**src/rtl/dds2_pkg.sv**
```systemverilog
package dds2_pkg;

    localparam int NVOICE  = 2;
    localparam int VSEL_W  = (NVOICE > 1) ? $clog2(NVOICE) : 1;
    localparam int ACC_W   = 16;
    localparam int CNT_W   = 8;
    localparam int SMP_W   = 8;
    localparam int IDX_W   = 7;
    localparam int KEY_W   = 7;
    localparam int KEY_LO  = 9;
    localparam int NKEYS   = 88;

    typedef struct packed {
        logic              valid;
        logic              on;
        logic [VSEL_W-1:0] voice;
        logic [KEY_W-1:0]  key;
    } cmd_t;

    // Rising half of one waveform cycle (32 points).
    function automatic logic [7:0] wave_rise(input logic [4:0] p);
        case (p)
            5'd0:  return 8'd0;    5'd1:  return 8'd1;
            5'd2:  return 8'd3;    5'd3:  return 8'd5;
            5'd4:  return 8'd8;    5'd5:  return 8'd11;
            5'd6:  return 8'd15;   5'd7:  return 8'd19;
            5'd8:  return 8'd23;   5'd9:  return 8'd28;
            5'd10: return 8'd34;   5'd11: return 8'd40;
            5'd12: return 8'd45;   5'd13: return 8'd52;
            5'd14: return 8'd58;   5'd15: return 8'd64;
            5'd16: return 8'd70;   5'd17: return 8'd76;
            5'd18: return 8'd83;   5'd19: return 8'd88;
            5'd20: return 8'd94;   5'd21: return 8'd100;
            5'd22: return 8'd105;  5'd23: return 8'd109;
            5'd24: return 8'd113;  5'd25: return 8'd117;
            5'd26: return 8'd120;  5'd27: return 8'd123;
            5'd28: return 8'd125;  5'd29: return 8'd127;
            default: return 8'd128;
        endcase
    endfunction

    // Full 128-entry waveform, folded from the rising half.
    function automatic logic [7:0] wave_amp(input logic [IDX_W-1:0] idx);
        logic [5:0] pos;
        pos = idx[5:0];
        if (!pos[5])
            return wave_rise(pos[4:0]);
        else if (pos == 6'd63)
            return 8'd0;
        else
            return wave_rise(5'(6'd62 - pos));
    endfunction

    // Step values of the highest octave.
    function automatic logic [15:0] top_step(input logic [3:0] j);
        case (j)
            4'd0:  return 16'd1860;  4'd1:  return 16'd1971;
            4'd2:  return 16'd2088;  4'd3:  return 16'd2212;
            4'd4:  return 16'd2344;  4'd5:  return 16'd2483;
            4'd6:  return 16'd2631;  4'd7:  return 16'd2787;
            4'd8:  return 16'd2953;  4'd9:  return 16'd3128;
            4'd10: return 16'd3314;  default: return 16'd3511;
        endcase
    endfunction

    // Step for key offset n (0..87): top-octave value halved per octave with rounding.
    function automatic logic [ACC_W-1:0] key_step(input logic [KEY_W-1:0] n);
        logic [6:0]  d;
        logic [2:0]  oct;
        logic [16:0] v;
        d   = 7'd87 - 7'(n);
        oct = 3'd0;
        for (int i = 0; i < 7; i++) begin
            if (d >= 7'd12) begin
                d   = d - 7'd12;
                oct = oct + 3'd1;
            end
        end
        v = {1'b0, top_step(4'(4'd11 - d[3:0]))};
        if (oct != 3'd0)
            v = (v + (17'd1 << (oct - 3'd1))) >> oct;
        return ACC_W'(v);
    endfunction

endpackage

```
**src/rtl/dds2_pwm_timer.sv**
```systemverilog
module dds2_pwm_timer #(
    parameter int CNT_W = dds2_pkg::CNT_W
) (
    input  logic             clk,
    input  logic             rst,
    input  logic [CNT_W-1:0] duty_i,
    output logic [CNT_W-1:0] cnt_o,
    output logic             tick_o,
    output logic             pwm_o
);
    logic [CNT_W-1:0] cnt_q;

    always_ff @(posedge clk) begin
        if (rst) cnt_q <= '0;
        else     cnt_q <= cnt_q + 1'b1;
    end

    assign cnt_o  = cnt_q;
    assign tick_o = &cnt_q;
    assign pwm_o  = (cnt_q < duty_i);
endmodule

```
**src/rtl/dds2_voice.sv**
```systemverilog
module dds2_voice #(
    parameter int ACC_W    = dds2_pkg::ACC_W,
    parameter int KEY_W    = dds2_pkg::KEY_W,
    parameter int KEY_LO   = dds2_pkg::KEY_LO,
    parameter int NKEYS    = dds2_pkg::NKEYS,
    parameter int VOICE_ID = 0
) (
    input  logic             clk,
    input  logic             rst,
    input  logic             tick,
    input  dds2_pkg::cmd_t   cmd,
    output logic [ACC_W-1:0] phase_o,
    output logic [ACC_W-1:0] step_o,
    output logic [ACC_W-1:0] phase_nxt_o
);
    localparam int KEY_HI = KEY_LO + NKEYS;

    logic [ACC_W-1:0] phase_q, step_q, phase_d, step_d;
    logic             hit, key_ok;

    assign hit    = cmd.valid && (cmd.voice == dds2_pkg::VSEL_W'(VOICE_ID));
    assign key_ok = (cmd.key >= KEY_W'(KEY_LO)) && (cmd.key < KEY_W'(KEY_HI));

    always_comb begin
        phase_d = tick ? (phase_q + step_q) : phase_q;
        step_d  = step_q;
        if (hit) begin
            if (!cmd.on) begin
                phase_d = '0;
                step_d  = '0;
            end else if (key_ok) begin
                step_d = dds2_pkg::key_step(KEY_W'(cmd.key - KEY_W'(KEY_LO)));
            end
        end
    end

    always_ff @(posedge clk) begin
        if (rst) begin
            phase_q <= '0;
            step_q  <= '0;
        end else begin
            phase_q <= phase_d;
            step_q  <= step_d;
        end
    end

    assign phase_o     = phase_q;
    assign step_o      = step_q;
    assign phase_nxt_o = phase_d;
endmodule

```
**src/rtl/dds2_mixer.sv**
```systemverilog
module dds2_mixer #(
    parameter int NVOICE = dds2_pkg::NVOICE,
    parameter int ACC_W  = dds2_pkg::ACC_W,
    parameter int IDX_W  = dds2_pkg::IDX_W,
    parameter int SMP_W  = dds2_pkg::SMP_W
) (
    input  logic                         clk,
    input  logic                         rst,
    input  logic                         tick,
    input  logic [NVOICE-1:0][ACC_W-1:0] phase_nxt_i,
    output logic [SMP_W-1:0]             duty_o
);
    logic [SMP_W-1:0] sum_c, duty_q;

    always_comb begin
        sum_c = '0;
        for (int v = 0; v < NVOICE; v++)
            sum_c = sum_c + SMP_W'(dds2_pkg::wave_amp(phase_nxt_i[v][ACC_W-1 -: IDX_W]));
    end

    always_ff @(posedge clk) begin
        if (rst)       duty_q <= '0;
        else if (tick) duty_q <= sum_c;
    end

    assign duty_o = duty_q;
endmodule

```
**src/rtl/dds2_tone_gen.sv**
```systemverilog
module dds2_tone_gen #(
    parameter int NVOICE = dds2_pkg::NVOICE,
    parameter int VSEL_W = dds2_pkg::VSEL_W,
    parameter int KEY_W  = dds2_pkg::KEY_W,
    parameter int ACC_W  = dds2_pkg::ACC_W,
    parameter int CNT_W  = dds2_pkg::CNT_W
) (
    input  logic              clk,
    input  logic              rst,
    input  logic              cmd_valid,
    input  logic              cmd_on,
    input  logic [VSEL_W-1:0] cmd_voice,
    input  logic [KEY_W-1:0]  cmd_key,
    output logic              pwm_out
);
    dds2_pkg::cmd_t               cmd;
    logic [CNT_W-1:0]             cnt_w;
    logic [CNT_W-1:0]             duty_w;
    logic                         tick_w;
    logic [NVOICE-1:0][ACC_W-1:0] phase_w, step_w, phase_nxt_w;

    assign cmd.valid = cmd_valid;
    assign cmd.on    = cmd_on;
    assign cmd.voice = cmd_voice;
    assign cmd.key   = cmd_key;

    dds2_pwm_timer #(.CNT_W(CNT_W)) u_timer (
        .clk    (clk),
        .rst    (rst),
        .duty_i (duty_w),
        .cnt_o  (cnt_w),
        .tick_o (tick_w),
        .pwm_o  (pwm_out)
    );

    for (genvar v = 0; v < NVOICE; v++) begin : g_voice
        dds2_voice #(.ACC_W(ACC_W), .KEY_W(KEY_W), .VOICE_ID(v)) u_voice (
            .clk         (clk),
            .rst         (rst),
            .tick        (tick_w),
            .cmd         (cmd),
            .phase_o     (phase_w[v]),
            .step_o      (step_w[v]),
            .phase_nxt_o (phase_nxt_w[v])
        );
    end

    dds2_mixer #(.NVOICE(NVOICE), .ACC_W(ACC_W), .SMP_W(CNT_W)) u_mixer (
        .clk         (clk),
        .rst         (rst),
        .tick        (tick_w),
        .phase_nxt_i (phase_nxt_w),
        .duty_o      (duty_w)
    );
endmodule

```
**config.mk**
```make
export PLATFORM = sky130hd
export DESIGN_NAME = dds2_tone_gen
export DESIGN_NICKNAME = d
export VERILOG_FILES = /design/src/rtl/dds2_pkg.sv /design/src/rtl/dds2_pwm_timer.sv /design/src/rtl/dds2_voice.sv /design/src/rtl/dds2_mixer.sv /design/src/rtl/dds2_tone_gen.sv
export SDC_FILE = /design/constraint.sdc
export NUM_CORES = 1
export LEC_CHECK = 0
export ABC_AREA = 0
export BUFFER_PORTS_ARGS = -buffer_cell sky130_fd_sc_hd__clkbuf_2
export CAP_MARGIN = 5
export CORE_MARGIN = 2
export CORE_UTILIZATION = 35
export CTS_CLUSTER_SIZE = 20
export DETAILED_ROUTE_END_ITERATION = 16
export RECOVER_POWER = 100
export SYNTH_ARGS = -nofsm -noshare
export SYNTH_HDL_FRONTEND = slang
export SYNTH_SLANG_ARGS = --single-unit
```
**constraint.sdc**
```tcl
create_clock -name clk -period 33.5 [get_ports clk]
set_clock_uncertainty 0.15 [all_clocks]
set_input_delay 3.35 -clock clk [delete_from_list [all_inputs] [get_ports clk]]
set_output_delay 3.35 -clock clk [all_outputs]
set_load 0.02 [all_outputs]
```
==> out/metrics.csv <==
stage;metric;value;unit
clock_network;cts-resized-gates;0;
yosys;synth-edff-count;0;
die;num_io_pins;13;
finish;final_nets;1362;
die;placeableCoreArea;0.0269;mm2
clock_network;cts_hold_buf;0;
route;wire_per_inst;15.3;um
yosys;yosys_warnings;0;
placement;place.port_buffers;12;
sta;setup-violations-final;0;
global_route;vias_in_the_first_global_route;8210;
run;max_cap_viol_count;1;
setup_path;worstSetupEndpointType;flop;
sta;max_freq;47.5;MHz
setup_path;cp.required;33.47;ns
finish;synthToLayoutAreaGrowth;5.62;%
yosys;most_instantiated_flip_flop_cell_in_the_synthesis_netlist;sky130_fd_sc_hd__dfxtp_1;
clock_network;cts_buffer_depth;2;
route;detailedRoute.firstIterationViolations;867;
clock_network;insertion_delay_of_the_later_clocked_pin_in_the_worst_skew_pair;0.33;ns
route;via_per_inst;5.68;
sta;final.setup.tns;0;ns
setup_path;crit_path_max_fanout;24;
global_route;grt_pass1_wl;40700;um
finish;num_antenna_cells;0;
global_route;grt-ovfl-total;0;
setup_path;critical_path_class;input port to flop;
yosys;ys_seq_area_share;15.1;%
die;initial_utilization;35.6;%
die;die_width;169;um
clock_network;path_clk_slew;0.06;ns
global_route;grt_antenna_before_repair;0;
global_route;grt_usage;16.7;%
run_status;run_status;complete, but fails checks;
setup_path;timing.critical_path.mode_cell;sky130_fd_sc_hd__ha_1;
yosys;synth.avg_cell_area;7.48;um2
die;die_area;0.0287;mm2
sta;period_share;62.8;%
setup_path;largest_delay_share_family_worst_path;compound AO/OA/AOI/OAI gates;
route;drt_pass1_iterations;5;
min_path;worstHoldPathType;flop to flop;
yosys;synth_area;0.00958;mm2
placement;dp_hpwl;18400;um
sta;final_hold_viol_count;0;
route;num_vias;9044;
setup_path;timing.critical_path.slowest_stage_cell;sky130_fd_sc_hd__a211oi_1;
setup_path;critical-path-max-stage-delay;0.86;ns
yosys;syn_inst;1281;
clock_network;cts_max_level;3;
setup_path;worst_setup_path_start_kind;input port;
yosys;mappedNetlistNets;1395;
yosys;synth_cell_types;106;
yosys;yosys_register_bits;72;
yosys;async_flop_share;0;%
sta;max_slew_margin;-56.9;%
finish;num-fill-cells;2834;
clock_network;post-cts-setup-buffer-count;0;
route;routed_antenna_nets;0;
clock_network;clk_sinks;72;
setup_path;crit_buf_inv;9;
placement;gpl.final_weighted_congestion;0.893;
sta;slew_at_the_pin_closest_to_its_max_slew_limit;2.35;ns
clock_network;number_of_buffers_added_by_the_clock_tree_synthesis_step;9;
clock_network;cts_tree;yes;
run_status;violations;capacitance limit, slew limit;
sta;rsz0062_at_grt;no;
sta;timing.final.max_slew_violations;57;
setup_path;worst-endpoint-arrival;21.01;ns
route;drc_errors;0;
clock_network;library_cell_used_as_clock_root_buffer;sky130_fd_sc_hd__clkbuf_16;
finish;drive_above_1_share;7.83;%
route;routed_wirelength;24400;um
die;std_cell_rows;60;
sta;shortest_period_the_worst_path_allows;21.04;ns
global_route;largest_net_degree_at_the_start_of_global_routing;57;
die;die_h;169;um
routing by layer:
layer	vias to the layer above	GRT usage, %	wire length [um]
met5	-	0	0
met4	0	3.90	404
met3	37	1.47	845
met2	181	27.8	11200
met1	4247	23.5	12000
li1	4579	-	-
cells by family after synthesis:
logic type                 Yosys count  share of synthesized area [%]
AOI/OAI and AO/OA                  409                           30.4
xor gates and xnor gates            74                           6.77
adders and majority gates          102                           13.6
buffers and inverters              151                           6.19
DFF                                 72                           15.1
muxes                               45                           5.85
and+or+nand+nor                    428                           22.1
metrics by stage:
| stage | setup WS (ns) | area [um2] | hold slack [ns] | std cells | util (%) |
|---|---|---|---|---|---|
| 2_1_floorplan | 17.12 | 9580 | 0.275 | 1281 | - |
| 6_report | 12.46 | 10100 | 0.299 | 1593 | 37.6 |
| 4_1_cts | 15.86 | 10200 | 0.302 | 1593 | 38.0 |
| 3_3_place_gp | 16.01 | 9890 | 0.291 | 1578 | 36.8 |
| 3_5_place_dp | 15.55 | 9890 | 0.296 | 1578 | 36.8 |
| 5_1_grt | 10.74 | 10100 | 0.327 | 1593 | 37.6 |
cells in the final DEF (no fill, tap or decap), drive strengths merged, types with 8 or more instances in the layout:
| cell | n |
|---|---|
| o22ai | 17 |
| nor3b | 9 |
| o21ai | 66 |
| clkbuf | 25 |
| o21a | 9 |
| nand3b | 13 |
| nor3 | 24 |
| and2 | 13 |
| inv | 83 |
| a21o | 17 |
| nor2b | 12 |
| o211ai | 12 |
| nand2 | 152 |
| or2 | 12 |
| nor2 | 103 |
| o21bai | 20 |
| xnor2 | 52 |
| dfxtp | 72 |
| nand3 | 31 |
| buf | 10 |
| o31ai | 12 |
| or3 | 11 |
| ha | 98 |
| mux2i | 24 |
| mux2 | 15 |
| and3 | 9 |
| nor4 | 8 |
| nand2b | 13 |
| a21boi | 9 |
| a21oi | 126 |
| xor2 | 22 |
| a31oi | 12 |
| o32ai | 10 |
| a211oi | 24 |
Yosys cell counts (6+ instances only):
| master | instances | share of area [%] |
|---|---|---|
| sky130_fd_sc_hd__nand3_1 | 30 | 1.6 |
| sky130_fd_sc_hd__nor2b_1 | 12 | 0.78 |
| sky130_fd_sc_hd__nand3b_1 | 13 | 1.0 |
| sky130_fd_sc_hd__nor4_1 | 6 | 0.39 |
| sky130_fd_sc_hd__a21oi_1 | 125 | 6.5 |
| sky130_fd_sc_hd__o31ai_1 | 10 | 0.78 |
| sky130_fd_sc_hd__a211oi_1 | 18 | 1.4 |
| sky130_fd_sc_hd__o22ai_1 | 17 | 1.1 |
| sky130_fd_sc_hd__o21ai_0 | 59 | 3.1 |
| sky130_fd_sc_hd__and3_1 | 9 | 0.59 |
| sky130_fd_sc_hd__clkbuf_1 | 54 | 2.1 |
| sky130_fd_sc_hd__nand2_1 | 151 | 5.9 |
| sky130_fd_sc_hd__xnor2_1 | 52 | 4.8 |
| sky130_fd_sc_hd__a31oi_1 | 12 | 0.78 |
| sky130_fd_sc_hd__o21a_1 | 9 | 0.71 |
| sky130_fd_sc_hd__a21o_1 | 17 | 1.3 |
| sky130_fd_sc_hd__nor3_1 | 22 | 1.1 |
| sky130_fd_sc_hd__inv_1 | 83 | 3.3 |
| sky130_fd_sc_hd__o21bai_1 | 20 | 1.6 |
| sky130_fd_sc_hd__or3_1 | 11 | 0.72 |
| sky130_fd_sc_hd__or2_2 | 10 | 0.65 |
| sky130_fd_sc_hd__mux4_2 | 6 | 1.4 |
| sky130_fd_sc_hd__nand2b_1 | 13 | 0.85 |
| sky130_fd_sc_hd__o32ai_1 | 10 | 0.91 |
| sky130_fd_sc_hd__dfxtp_1 | 72 | 15 |
| sky130_fd_sc_hd__nor2_1 | 103 | 4.0 |
| sky130_fd_sc_hd__mux2i_1 | 23 | 2.4 |
| sky130_fd_sc_hd__and2_1 | 13 | 0.85 |
| sky130_fd_sc_hd__mux2_2 | 13 | 1.5 |
| sky130_fd_sc_hd__xor2_1 | 22 | 2.0 |
| sky130_fd_sc_hd__nor3b_1 | 6 | 0.47 |
| sky130_fd_sc_hd__ha_1 | 98 | 13 |
| sky130_fd_sc_hd__buf_2 | 6 | 0.31 |
| sky130_fd_sc_hd__o211ai_1 | 10 | 0.78 |
cell type report:
type	instances	area, um2	area share [%]
sequential	72	1440	14.3
clock inverter	3	65.1	0.643
tap	341	427	4.22
timing repair buffer	23	135	1.34
inverter	84	315	3.12
multi-input combinational	1058	7470	73.9
clock buffer	12	256	2.54
flip-flops by register name, indices dropped and copies added, names as in the netlist:
signal / count
g_voice.u_voice.phase_o: 30
u_timer.cnt_o: 8
u_mixer.duty_o: 8
g_voice.u_voice.step_o: 26
worst paths after layout:
check                                                                from                                         to  slack, ns  depth (start not counted)
worst max-delay path                                           cmd_key[0]  g_voice[0].u_voice.step_o[4]$_SDFFE_PP0P_      12.46                         58
worst min-delay path                       u_mixer.duty_o[3]$_SDFFE_PP0P_             u_mixer.duty_o[3]$_SDFFE_PP0P_       0.30                          2
worst max register to register  g_voice[0].u_voice.step_o[0]$_SDFFE_PP0P_             u_mixer.duty_o[7]$_SDFFE_PP0P_      26.05                         31
worst min register to register             u_mixer.duty_o[3]$_SDFFE_PP0P_             u_mixer.duty_o[3]$_SDFFE_PP0P_       0.30                          2
worst register-to-register path: cells and delay by family (launching register included):
family,cells,cell delay [ns]
AOI/OAI and AO/OA,18,3.26
adders and majority gates,4,1.18
xor gates and xnor gates,4,1.17
muxes,1,0.59
DFF,1,0.32
buffers and inverters,1,0.29
and+or+nand+nor,3,0.27
Power is not shown: default switching activity piles up to over one toggle a cycle in this logic, so the estimate is an artifact.
